### config.mk
export PLATFORM = sky130hd
export DESIGN_NAME = pwmb_top
export DESIGN_NICKNAME = d
export VERILOG_FILES = /design/src/rtl/pwmb_pkg.sv /design/src/rtl/pwmb_tick.sv /design/src/rtl/pwmb_pair.sv /design/src/rtl/pwmb_regs.sv /design/src/rtl/pwmb_core.sv /design/src/rtl/pwmb_top.sv
export SDC_FILE = /design/constraint.sdc
export NUM_CORES = 1
export LEC_CHECK = 0
export ABC_CLOCK_PERIOD_IN_PS = 3400
export BUFFER_PORTS_ARGS = -buffer_cell sky130_fd_sc_hd__buf_2
export CORE_MARGIN = 4
export CORE_UTILIZATION = 50
export DETAILED_ROUTE_END_ITERATION = 16
export PLACE_DENSITY = 0.74
export SLEW_MARGIN = 5
export SYNTH_ARGS = -nofsm -noshare
export SYNTH_HDL_FRONTEND = slang
export SYNTH_SLANG_ARGS = --single-unit
export TNS_END_PERCENT = 30
### constraint.sdc
create_clock -name clk -period 3.4 [get_ports clk]
set_input_delay 0.17 -clock clk [delete_from_list [all_inputs] [get_ports clk]]
set_output_delay 0.17 -clock clk [all_outputs]
set_load 0.01 [all_outputs]
### src/rtl/pwmb_pkg.sv
package pwmb_pkg;
  localparam int BYTE_W  = 8;
  localparam int VAL_W   = 2 * BYTE_W;
  localparam int N_SLOTS = 3;
  localparam int SLOT_AUTO = 0;
  localparam int SLOT_PER  = 1;
  localparam int SLOT_DUTY = 2;

  typedef enum logic [BYTE_W-1:0] {
    ADR_AUTO_HI = 8'hA1,
    ADR_AUTO_LO = 8'hA2,
    ADR_ENABLE  = 8'hA3,
    ADR_PER_LO  = 8'hA4,
    ADR_PER_HI  = 8'hA5,
    ADR_DUTY_LO = 8'hA6,
    ADR_DUTY_HI = 8'hA7
  } pwmb_addr_e;

  function automatic logic [BYTE_W-1:0] slot_hi(input int s);
    case (s)
      SLOT_AUTO: return ADR_AUTO_HI;
      SLOT_PER:  return ADR_PER_HI;
      default:   return ADR_DUTY_HI;
    endcase
  endfunction

  function automatic logic [BYTE_W-1:0] slot_lo(input int s);
    case (s)
      SLOT_AUTO: return ADR_AUTO_LO;
      SLOT_PER:  return ADR_PER_LO;
      default:   return ADR_DUTY_LO;
    endcase
  endfunction

  // staged upper byte after reset: auto-off keeps all ones
  function automatic logic [BYTE_W-1:0] slot_hi_rst(input int s);
    return (s == SLOT_AUTO) ? '1 : '0;
  endfunction
endpackage

### src/rtl/pwmb_tick.sv
module pwmb_tick #(
  parameter int DIV = 8
) (
  input  logic clk,
  input  logic rst_n,
  output logic tick_o
);
  generate
    if (DIV <= 1) begin : g_every
      assign tick_o = 1'b1;
    end else begin : g_div
      localparam int W = $clog2(DIV);
      localparam logic [W-1:0] LAST = W'(DIV - 1);
      logic [W-1:0] pre_q;

      assign tick_o = (pre_q == LAST);

      always_ff @(posedge clk or negedge rst_n) begin
        if (!rst_n)      pre_q <= '0;
        else if (tick_o) pre_q <= '0;
        else             pre_q <= pre_q + 1'b1;
      end

      AST_TICK_SPACED: assert property (@(posedge clk) disable iff (!rst_n)
        tick_o |=> !tick_o);
    end
  endgenerate
endmodule

### src/rtl/pwmb_pair.sv
module pwmb_pair #(
  parameter int BYTE_W = pwmb_pkg::BYTE_W,
  parameter logic [BYTE_W-1:0] HI_ADDR = '0,
  parameter logic [BYTE_W-1:0] LO_ADDR = '0,
  parameter logic [BYTE_W-1:0] HI_RST  = '0
) (
  input  logic                  clk,
  input  logic                  rst_n,
  input  logic                  wr_en,
  input  logic [BYTE_W-1:0]     wr_addr,
  input  logic [BYTE_W-1:0]     wr_data,
  output logic                  load_o,
  output logic [2*BYTE_W-1:0]   value_o
);
  logic [BYTE_W-1:0] hi_q;

  // upper byte is only staged
  always_ff @(posedge clk or negedge rst_n) begin
    if (!rst_n)                             hi_q <= HI_RST;
    else if (wr_en && wr_addr == HI_ADDR)   hi_q <= wr_data;
  end

  // lower byte write commits the full word
  assign load_o  = wr_en && (wr_addr == LO_ADDR);
  assign value_o = {hi_q, wr_data};
endmodule

### src/rtl/pwmb_regs.sv
module pwmb_regs
  import pwmb_pkg::*;
(
  input  logic              clk,
  input  logic              rst_n,
  input  logic              wr_en,
  input  logic [BYTE_W-1:0] wr_addr,
  input  logic [BYTE_W-1:0] wr_data,
  input  logic              period_end,
  output logic              en_o,
  output logic [VAL_W-1:0]  period_o,
  output logic [VAL_W-1:0]  duty_o
);
  localparam logic [VAL_W-1:0] ALL_ONES = '1;

  logic [N_SLOTS-1:0] load;
  logic [VAL_W-1:0]   val [N_SLOTS];

  generate
    for (genvar s = 0; s < N_SLOTS; s++) begin : g_slot
      pwmb_pair #(
        .BYTE_W (BYTE_W),
        .HI_ADDR(slot_hi(s)),
        .LO_ADDR(slot_lo(s)),
        .HI_RST (slot_hi_rst(s))
      ) u_pair (
        .clk    (clk),
        .rst_n  (rst_n),
        .wr_en  (wr_en),
        .wr_addr(wr_addr),
        .wr_data(wr_data),
        .load_o (load[s]),
        .value_o(val[s])
      );
    end
  endgenerate

  logic             en_q, en_d;
  logic [VAL_W-1:0] per_q, duty_q, auto_q, auto_d;
  logic             en_wr;
  logic [BYTE_W-2:0] unused_en_bits;

  assign en_wr          = wr_en && (wr_addr == ADR_ENABLE);
  assign unused_en_bits = wr_data[BYTE_W-1:1];

  always_comb begin
    auto_d = auto_q;
    if (load[SLOT_AUTO])
      auto_d = val[SLOT_AUTO];
    else if (period_end && en_q && auto_q != ALL_ONES && auto_q != '0)
      auto_d = auto_q - 1'b1;

    en_d = en_q;
    if (en_wr)
      en_d = wr_data[0];
    if (auto_d == '0)
      en_d = 1'b0;
  end

  always_ff @(posedge clk or negedge rst_n) begin
    if (!rst_n) begin
      en_q   <= 1'b0;
      per_q  <= '0;
      duty_q <= '0;
      auto_q <= ALL_ONES;
    end else begin
      en_q   <= en_d;
      auto_q <= auto_d;
      if (load[SLOT_PER])  per_q  <= val[SLOT_PER];
      if (load[SLOT_DUTY]) duty_q <= val[SLOT_DUTY];
    end
  end

  assign en_o     = en_q;
  assign period_o = per_q;
  assign duty_o   = duty_q;

  AST_AUTO_ZERO_STOPS: assert property (@(posedge clk) disable iff (!rst_n)
    (auto_q == '0) |-> !en_q);
  AST_AUTO_ONES_HOLD: assert property (@(posedge clk) disable iff (!rst_n)
    (auto_q == ALL_ONES && !(wr_en && wr_addr == ADR_AUTO_LO)) |=> (auto_q == ALL_ONES));
  AST_PER_HI_STAGED: assert property (@(posedge clk) disable iff (!rst_n)
    (wr_en && wr_addr == ADR_PER_HI) |=> $stable(per_q));
  AST_DUTY_HI_STAGED: assert property (@(posedge clk) disable iff (!rst_n)
    (wr_en && wr_addr == ADR_DUTY_HI) |=> $stable(duty_q));
  AST_STRAY_NO_EFFECT: assert property (@(posedge clk) disable iff (!rst_n)
    (wr_en && !(wr_addr inside {[8'hA1:8'hA7]}) && !period_end) |=>
      ($stable(per_q) && $stable(duty_q) && $stable(auto_q)));
endmodule

### src/rtl/pwmb_core.sv
module pwmb_core #(
  parameter int VAL_W = pwmb_pkg::VAL_W
) (
  input  logic             clk,
  input  logic             rst_n,
  input  logic             tick,
  input  logic             en,
  input  logic [VAL_W-1:0] period,
  input  logic [VAL_W-1:0] duty,
  output logic             pwm_o,
  output logic             period_end_o
);
  logic [VAL_W-1:0] cnt_q;
  logic             at_last;

  // a shrunk period may leave the counter past its end: wrap at once
  assign at_last      = (period == '0) || (cnt_q >= period - 1'b1);
  assign period_end_o = en && tick && at_last;

  always_ff @(posedge clk or negedge rst_n) begin
    if (!rst_n)       cnt_q <= '0;
    else if (!en)     cnt_q <= '0;
    else if (tick)    cnt_q <= at_last ? '0 : cnt_q + 1'b1;
  end

  assign pwm_o = en && (duty != '0) && ((duty >= period) || (cnt_q < duty));

  AST_CNT_IDLE: assert property (@(posedge clk) disable iff (!rst_n)
    !en |=> (cnt_q == '0));
  AST_CNT_WRAP: assert property (@(posedge clk) disable iff (!rst_n)
    period_end_o |=> (cnt_q == '0));
endmodule

### src/rtl/pwmb_top.sv
module pwmb_top
  import pwmb_pkg::*;
#(
  parameter int TICK_DIV = 8
) (
  input  logic              clk,
  input  logic              rst_n,
  input  logic              wr_en,
  input  logic [BYTE_W-1:0] wr_addr,
  input  logic [BYTE_W-1:0] wr_data,
  output logic              pwm_o
);
  logic             tick, en, pend;
  logic [VAL_W-1:0] period, duty;

  pwmb_tick #(.DIV(TICK_DIV)) u_tick (
    .clk   (clk),
    .rst_n (rst_n),
    .tick_o(tick)
  );

  pwmb_regs u_regs (
    .clk       (clk),
    .rst_n     (rst_n),
    .wr_en     (wr_en),
    .wr_addr   (wr_addr),
    .wr_data   (wr_data),
    .period_end(pend),
    .en_o      (en),
    .period_o  (period),
    .duty_o    (duty)
  );

  pwmb_core #(.VAL_W(VAL_W)) u_core (
    .clk         (clk),
    .rst_n       (rst_n),
    .tick        (tick),
    .en          (en),
    .period      (period),
    .duty        (duty),
    .pwm_o       (pwm_o),
    .period_end_o(pend)
  );

  AST_FULL_ON: assert property (@(posedge clk) disable iff (!rst_n)
    (en && duty != '0 && duty >= period) |-> pwm_o);
  AST_ZERO_DUTY_LOW: assert property (@(posedge clk) disable iff (!rst_n)
    (duty == '0) |-> !pwm_o);
  AST_END_ONLY_ON_TICK: assert property (@(posedge clk) disable iff (!rst_n)
    pend |-> (tick && en));
endmodule

==> summary.md, run 1 <==
| Metric | Value |
|---|---|
| Vias per std cell | 5.97 |
| Area of the core | 10900 µm² |
| Initial DRT Pass Iterations | 5 |
| Setup slack of the worst register-to-register path | -0.60 ns |
| I/O pin count | 20 |
| Type of element launching the critical path | flop |
| Warnings from Yosys | 0 |
| Routability congestion estimate from global placement | 0.903 |
| Overflow after GRT | 0 |
| TritonCTS clock tree | done |
| Period minus WS final | 4.00 ns |
| Origin of the critical flop-to-flop path | u_regs.period_o[6] |
| Root Driver | sky130_fd_sc_hd__clkbuf_8 |
| Number of buffers inserted during clock tree synthesis | 9 |
| Starting density of the core | 51.2% |
| Clock transition at the register clock pins on the worst setup and hold paths after CTS | 0.11 ns |
| Top delay family on crit path | simple AND/OR/NAND/NOR gates |
| Final wirelength | around 14 mm |
| Number of routed nets with antenna violations | 0 |
| Power density relative to cell area | 347 nW/µm² |
| Layout overhead on the synthesized area | 18.2% |
| Number of enable flip-flop cells after synthesis | 0 |
| Inst Count DP | approximately 750 |
| Total Power Consumption | 2280 µW |
| Number of DRC violations after detailed-routing iteration 0 | 295 |
| HPWL Detailed | about 10 mm |
| VDD IR-drop max | 0.344 mV |
| Gate Count Post-Synth | around 560 |
| Maximum fanout along the worst path | 8 |
| Async SR Flop Fraction | 100% |
| Worst flop-to-flop path endpoint | u_regs.en_o |
| Average instance area after synthesis | 9.94 µm² |
| Arrival time of the worst setup path | 4.30 ns |
| Final Net Count | approximately 700 |
| Crit-path slowest cell | sky130_fd_sc_hd__or4_4 |
| Result of the run | finished with violations |
| Worst setup slack before clock tree synthesis | -0.623 ns |
| Synthesized area | 5580 µm² |
| Origin of the worst min-delay path | wr_data[5] |
| Number of remaining DRC errors | 0 |
| Path depth of the worst reg2reg path | 15 |
| Number of buffers and inverters on the critical path | 2 |
| Final setup skew | 0.0242 ns |
| Maximum frequency from static timing analysis | 250 MHz |
| Violated checks | negative setup slack |
| Latest clock arrival within the worst-skew pair | 0.39 ns |
| Static Leakage | around 0.0032 µW |
| Cell Rows | 38 |
| Wire length of the first global-routing pass | 23.4 mm |
| Flip-flop and latch count after synthesis | 92 |
| Largest net degree at the start of global routing | 72 |
| H-tree levels | 3 |
| Die width | 114 µm |
| Final Setup Violations | 18 |
| Largest stage delay on the critical path | 0.59 ns |
| Average wire per standard cell | 18.3 µm |
| Top cells by area in the synthesized netlist | sky130_fd_sc_hd__dfrtp_1 (31%), sky130_fd_sc_hd__ha_1 (12%), sky130_fd_sc_hd__dfstp_2 (11%) |
| Pin slew with the least headroom to its limit | 0.866 ns |
| Hold Path End | u_regs.period_o[5] |
| Number of nets produced by synthesis | 634 |
| Overall fraction of global-route tracks in use | ~23% |
| Proportion of synthesized chip area in sequential cells | 41.8% |
| Fraction of post-synthesis cell area in the top cell type by area | 30.5% |
| Cell chain of the critical path | or4_4 > inv_4 > buf_4 > nand4_1 > xnor2_1 > ha_1 > nand4_1 > nor4_2 > a32oi_2 > a211o_4 > or4_4 > a31oi_4 > nand4bb_1 > nor4_1 > a31oi_1 |
| Initial antenna violation count | 0 |
| Unrepaired setup endpoints after global routing | true |
| Vias in the first global route | 4681 |
| Distinct cells, synth | 53 |
| Required time worst endpoint | about 3.7 ns |
| Fraction of layout instances using a drive strength above 1 | between 20% and 30% |
| Die area | 12900 µm² |
| Max-slew headroom at the worst pin | 42.3% |
| Min setup slack post-route | -0.604 ns |
| Hold violation count in the final report | 0 |
| Clock Sinks | 92 |
| Worst Setup Path Type | flop to flop |
| Number of maximum-capacitance violations | 0 |
| Cell taking the most area after synthesis | sky130_fd_sc_hd__dfrtp_1 |
| Worst hold stages | 3 |
| Fin cells | between 700 and 800 |
| Hold WC Path Type | input pin to flop |
| Endpoint kind of the worst setup timing path | flop |
| Share of the clock period used by the worst path after layout | 118% |
| CTS max path bufs | 2 |
| Die Height | 114 µm |
| Total count of max-transition violations in the final report | 0 |
| Top FF cell, synth | sky130_fd_sc_hd__dfrtp_1 |
| PortBufs | 19 |
| Overall via count from detail_route | 4588 |
| Antenna diode count | 0 |
[final cells by class]
class	instances	area (µm²)
clock buffers	9	124
fillers	898	4300
inverters	39	149
clock inverters	7	91.3
multi-input cells	413	3220
repair buffers	69	495
flip-flops and latches	92	2330
well taps	140	175
[worst min-delay path: stages]
cell,delay (ns)
sky130_fd_sc_hd__buf_2,0.15
sky130_fd_sc_hd__nand2_1,0.06
sky130_fd_sc_hd__o21ai_0,0.07
[cells by family (layout without fill, tap and decap cells)]
group | count (synthesis) | in the layout | synth area share (%)
AO/OA/AOI/OAI | 113 | 113 | 12.1
AND/OR/NAND/NOR | 178 | 178 | 17.3
XOR/XNOR | 23 | 23 | 3.61
flip-flops | 92 | 92 | 41.8
multiplexers | 45 | 45 | 9.02
adder cells (fa/ha/maj) | 54 | 54 | 12.1
buffers and inverters | 56 | 124 | 3.99
[layer usage]
layer  up-vias  wire [µm]  track usage [%]  share of wire, %
li1       2152          -                -                 -
met1      2255       6290             31.3                45
met2       148       6690             36.3                48
met3        33        693             3.55               4.9
met4         0        381             9.46               2.7
met5         -          0                0                 0
[sequential cells by signal, summed over array words and instances (netlist names)]
signal                     flops
u_regs.g_slot.u_pair.hi_q     24
u_regs.en_o                    1
u_regs.period_o               16
u_regs.auto_q                 16
u_regs.duty_o                 16
u_core.cnt_q                  16
u_tick.g_div.pre_q             3
[cell usage in the layout (no fill, tap or decap), drive strengths merged, types with 6 or more instances in the layout]
cell type / instances
dfrtp: 68
o21ai: 62
nand2: 59
xnor2: 21
nand4: 11
a21oi: 8
and3: 12
buf: 68
nor4: 12
or3: 6
nor2: 17
a21o: 16
inv: 43
ha: 54
dfstp: 24
mux2: 42
nor3: 9
clkbuf: 9
nand3: 24
a31oi: 7
[synthesized netlist by cell type (all sizes together), types with 12 or more instances]
master	number
nand2	59
o21ai	62
dfstp	24
clkbuf	14
xnor2	21
nor4	12
nor2	17
dfrtp	68
inv	39
mux2	42
and3	12
nand3	24
ha	54
a21o	16
[per-stage QoR]
stage,hold WS [ns],util (%),cell area [µm²],setup TNS [ns]
after global placement,0.338,56.6,6160,-1.30
after global routing,0.0956,60.5,6590,-7.41
after detailed placement,0.342,56.6,6160,-3.17
after floorplan,-0.126,-,5630,-0.170
after CTS,0.0828,59.5,6480,-1.42
final,0.105,60.5,6590,-2.18
[power by group]
group,leakage [µW],internal [µW],total [µW],switching [µW]
sequential,0.00112,1150,1200,47.5
clock,0.000106,359,811,452
combinational,0.00197,127,274,147
total,0.00319,1640,2280,646
[worst max-delay path by stage]
stage | start | end | slack (ns) | depth (start not counted)
2_1_floorplan | u_regs.period_o[9] | u_regs.en_o | -0.17 | 17
3_3_place_gp | u_regs.period_o[3] | u_regs.en_o | -0.46 | 18
3_5_place_dp | u_regs.period_o[9] | u_regs.en_o | -0.62 | 17
4_1_cts | u_regs.period_o[9] | u_regs.en_o | -0.50 | 17
5_1_grt | u_regs.period_o[6] | u_regs.en_o | -0.77 | 16
6_report | u_regs.period_o[6] | u_regs.en_o | -0.60 | 15
[what timing repair did]
action | 4_1_cts | 5_1_grt
endpoints found under the hold margin | 46 | 0
pin swaps | 16 | 17
setup endpoints to repair | 31 | 33
setup buffers | 5 | 3
gates resized for setup | 20 | 20
hold buffers | 1 | 0
Note: power is estimated with default switching activity, not from simulation.
==> run 2, diff against run 1 <==
Settings changed: CELL_PAD_IN_SITES_DETAIL_PLACEMENT from default to 1, CELL_PAD_IN_SITES_GLOBAL_PLACEMENT from default to 2, CORE_UTILIZATION 50 to 37, PLACE_DENSITY 0.74 to 0.81.
==> run 2 against run 1 <==
The flow finishes with violations (negative hold slack, negative setup slack). Non-clock buffer count grew 3. Clock power grew 23%. Via count increased by 1.4%. Sequential power about the same. Combinational power up 3%. Fmax is 1.4% lower. Flip-flop and latch count unchanged. Clock-buffer cell count unchanged. Global-route usage is 2.9 points lower. Sequential share of layout area is 1.0 points lower. Core utilization down 14 points. Largest power group unchanged.
==> summary.md, run 2 (synthesis results as in run 1) <==
| Metric | Value |
|---|---|
| Setup slack of the worst register-to-register path | -0.66 ns |
| Number of buffers and inverters on the critical path | 2 |
| Starting density of the core | between 30% and 40% |
| Maximum frequency from static timing analysis | 246 MHz |
| Overall fraction of global-route tracks in use | 19.9% |
| Final wirelength | 16.5 mm |
| Final core utilization | 46.4% |
| Period minus WS final | 4.06 ns |
| Most frequent standard cell in the layout excluding fill and tap cells | sky130_fd_sc_hd__dfrtp_1 |
| Power density relative to cell area | 366 nW/µm² |
| Largest stage delay on the critical path | 0.58 ns |
| Origin of the critical flop-to-flop path | u_regs.period_o[9] |
| Flip-flop count of the largest register after layout | 24 |
| Pin slew with the least headroom to its limit | 1.00 ns |
| Fin area | 6790 µm² |
| Die width | 131 µm |
| Overflow after GRT | 0 |
| Static Leakage | about 0.0033 µW |
| Hold violation count in the final report | 24 |
| Violated checks | negative hold slack, negative setup slack |
| Worst setup slack before clock tree synthesis | -0.568 ns |
| Die area | 17100 µm² |
| Area of placed instances | just over 6000 µm² |
| Antenna diode count | 0 |
| Number of DRC violations after detailed-routing iteration 0 | ~210 |
| Endpoint kind of the worst setup timing path | flop |
| Required time worst endpoint | 3.67 ns |
| Overall via count from detail_route | 4653 |
| Wire length of the first global-routing pass | 26.2 mm |
| Share of the clock period used by the worst path after layout | 119% |
| Root Driver | sky130_fd_sc_hd__clkbuf_16 |
| Final Net Count | 700 |
| Path depth of the worst reg2reg path | 17 |
| Worst-case hold slack | -0.0835 ns |
| Top delay family on crit path | simple AND/OR/NAND/NOR gates |
| Number of routed nets with antenna violations | 0 |
| Largest net degree at the start of global routing | 77 |
| Cell Rows | 44 |
| Min setup slack post-route | -0.662 ns |
| I/O pin count | 20 |
| Vias in the first global route | 4951 |
| Result of the run | finished with violations |
| HPWL Detailed | 11.6 mm |
| Final setup skew | 0.00933 ns |
| Total count of max-transition violations in the final report | 0 |
| Arrival time of the worst setup path | 4.33 ns |
| Clock Sinks | 92 |
| TritonCTS clock tree | done |
| Area used by multi-input combinational logic | 3280 µm² |
| Die Height | 131 µm |
| Maximum fanout along the worst path | 5 |
| H-tree levels | 3 |
| Type of element launching the critical path | flop |
| Max-slew headroom at the worst pin | about a third |
| Worst flop-to-flop path endpoint | u_regs.en_o |
| Area occupied by registers | roughly 2300 µm² |
| Initial DRT Pass Iterations | 4 |
| Unrepaired setup endpoints after global routing | true |
| Highest-count cells in the layout ignoring fill and taps | sky130_fd_sc_hd__dfrtp_1 (68), sky130_fd_sc_hd__nand2_1 (58), sky130_fd_sc_hd__o21ai_0 (56), sky130_fd_sc_hd__ha_1 (54), sky130_fd_sc_hd__buf_4 (49) |
| Final Setup Violations | 15 |
| Number of maximum-capacitance violations | 0 |
| Fraction of layout instances using a drive strength above 1 | 30.5% |
| Number of remaining DRC errors | 0 |
| Area of the core | 14600 µm² |
| Worst Setup Path Type | flop to flop |
| Latest clock arrival within the worst-skew pair | 0.35 ns |
| PortBufs | 19 |
| Post-cts hold buffer count | 0 |
| Number of buffers inserted during clock tree synthesis | 9 |
| Total Power Consumption | 2480 µW |
| Initial antenna violation count | 0 |
| Vias per std cell | 5.70 |
| Routability congestion estimate from global placement | slightly above 0.9 |
| Count of fill cells added during filler insertion | between 1.5k and 2k |
| Clock transition at the register clock pins on the worst setup and hold paths after CTS | about 0.080 ns |
| Cell chain of the critical path | or4_4 > inv_4 > nand3_4 > nor3_2 > nand2_1 > xnor2_1 > ha_1 > nand4_1 > buf_4 > a211oi_4 > a211oi_4 > a211o_4 > or4_4 > a31oi_4 > nand4bb_4 > nor4_2 > a31oi_1 |
| Hold WC Path Type | input pin to async pin |
| CTS max path bufs | 2 |
| Average wire per standard cell | 20.2 µm |
| Crit-path slowest cell | sky130_fd_sc_hd__or4_4 |
| Layout overhead on the synthesized area | 21.7% |
| VDD IR-drop max | 0.308 mV |
| Register with the most flip-flops | u_regs.g_slot.u_pair.hi_q |
-- run 2: cell types whose count changed in the layout (fill, tap and decap cells not counted), moves of 2 or more --
cell                        delta
sky130_fd_sc_hd__buf_4         +2
sky130_fd_sc_hd__o21ai_1       -5
sky130_fd_sc_hd__a211oi_2      -2
sky130_fd_sc_hd__o21ai_0       +3
sky130_fd_sc_hd__clkinv_2      +2
sky130_fd_sc_hd__buf_6         +2
sky130_fd_sc_hd__a211oi_4      +2
sky130_fd_sc_hd__clkbuf_16     +9
sky130_fd_sc_hd__clkbuf_8      -9
sky130_fd_sc_hd__o21ai_2       +2
-- run 2: how the worst max path moves through the flow --
stage                             startpoint          end  slack (ns)  cells past startpoint
final                     u_regs.period_o[9]  u_regs.en_o       -0.66                     17
after CTS                 u_regs.period_o[6]  u_regs.en_o       -0.62                     17
after global routing      u_regs.period_o[3]  u_regs.en_o       -0.78                     15
after detailed placement  u_regs.period_o[3]  u_regs.en_o       -0.57                     15
after global placement    u_regs.period_o[9]  u_regs.en_o       -0.45                     17
after floorplan           u_regs.period_o[9]  u_regs.en_o       -0.17                     17
-- run 2: layout make-up --
cell class                      count  share of cell area [%]
Timing Repair Buffer               72                    7.63
Clock buffer                        9                    3.32
Multi-Input combinational cell    413                    48.3
Sequential cell                    92                    34.4
Tap cell                          184                    3.39
Clock inverter                      7                   0.829
Inverter                           39                    2.19
-- run 2: worst register-to-register path, cell delays in order (launching register included) --
cell and delay [ns]:
sky130_fd_sc_hd__dfrtp_1 0.38, sky130_fd_sc_hd__or4_4 0.58, sky130_fd_sc_hd__inv_4 0.09, sky130_fd_sc_hd__nand3_4 0.08
sky130_fd_sc_hd__nor3_2 0.15, sky130_fd_sc_hd__nand2_1 0.08, sky130_fd_sc_hd__xnor2_1 0.14, sky130_fd_sc_hd__ha_1 0.30
sky130_fd_sc_hd__nand4_1 0.20, sky130_fd_sc_hd__buf_4 0.22, sky130_fd_sc_hd__a211oi_4 0.19, sky130_fd_sc_hd__a211oi_4 0.08
sky130_fd_sc_hd__a211o_4 0.40, sky130_fd_sc_hd__or4_4 0.45, sky130_fd_sc_hd__a31oi_4 0.23, sky130_fd_sc_hd__nand4bb_4 0.19
sky130_fd_sc_hd__nor4_2 0.05, sky130_fd_sc_hd__a31oi_1 0.18
-- run 2: per-layer routing --
metal | global-route usage (%) | wire length, µm
met5 | 0 | 0
met2 | 33.5 | 8300
met3 | 2.68 | 460
met4 | 7.44 | 335
met1 | 26.1 | 7410
-- run 2: where the power goes --
group	internal (µW)	total (µW)	switching [µW]
sequential	1150	1200	49.5
combinational	127	283	156
clock	509	998	489
total	1790	2480	695
-- run 2: timing repair --
action                                  4_1_cts  5_1_grt
pin swaps                                    19       10
buffers inserted                              8        7
resized for setup                            25       22
endpoints found under the hold margin         0        0
endpoints found under the setup margin       30       32
cloned                                        0        0
-- run 2: through the flow --
step / cells / hold slack (ns) / TNS (ns)
final: 816 / -0.0835 / -3.28
after global routing: 816 / 0.00893 / -7.32
after CTS: 809 / 0.0154 / -2.49
after detailed placement: 787 / 0.401 / -2.37
after global placement: 787 / 0.381 / -1.36
after floorplan: 561 / -0.126 / -0.170
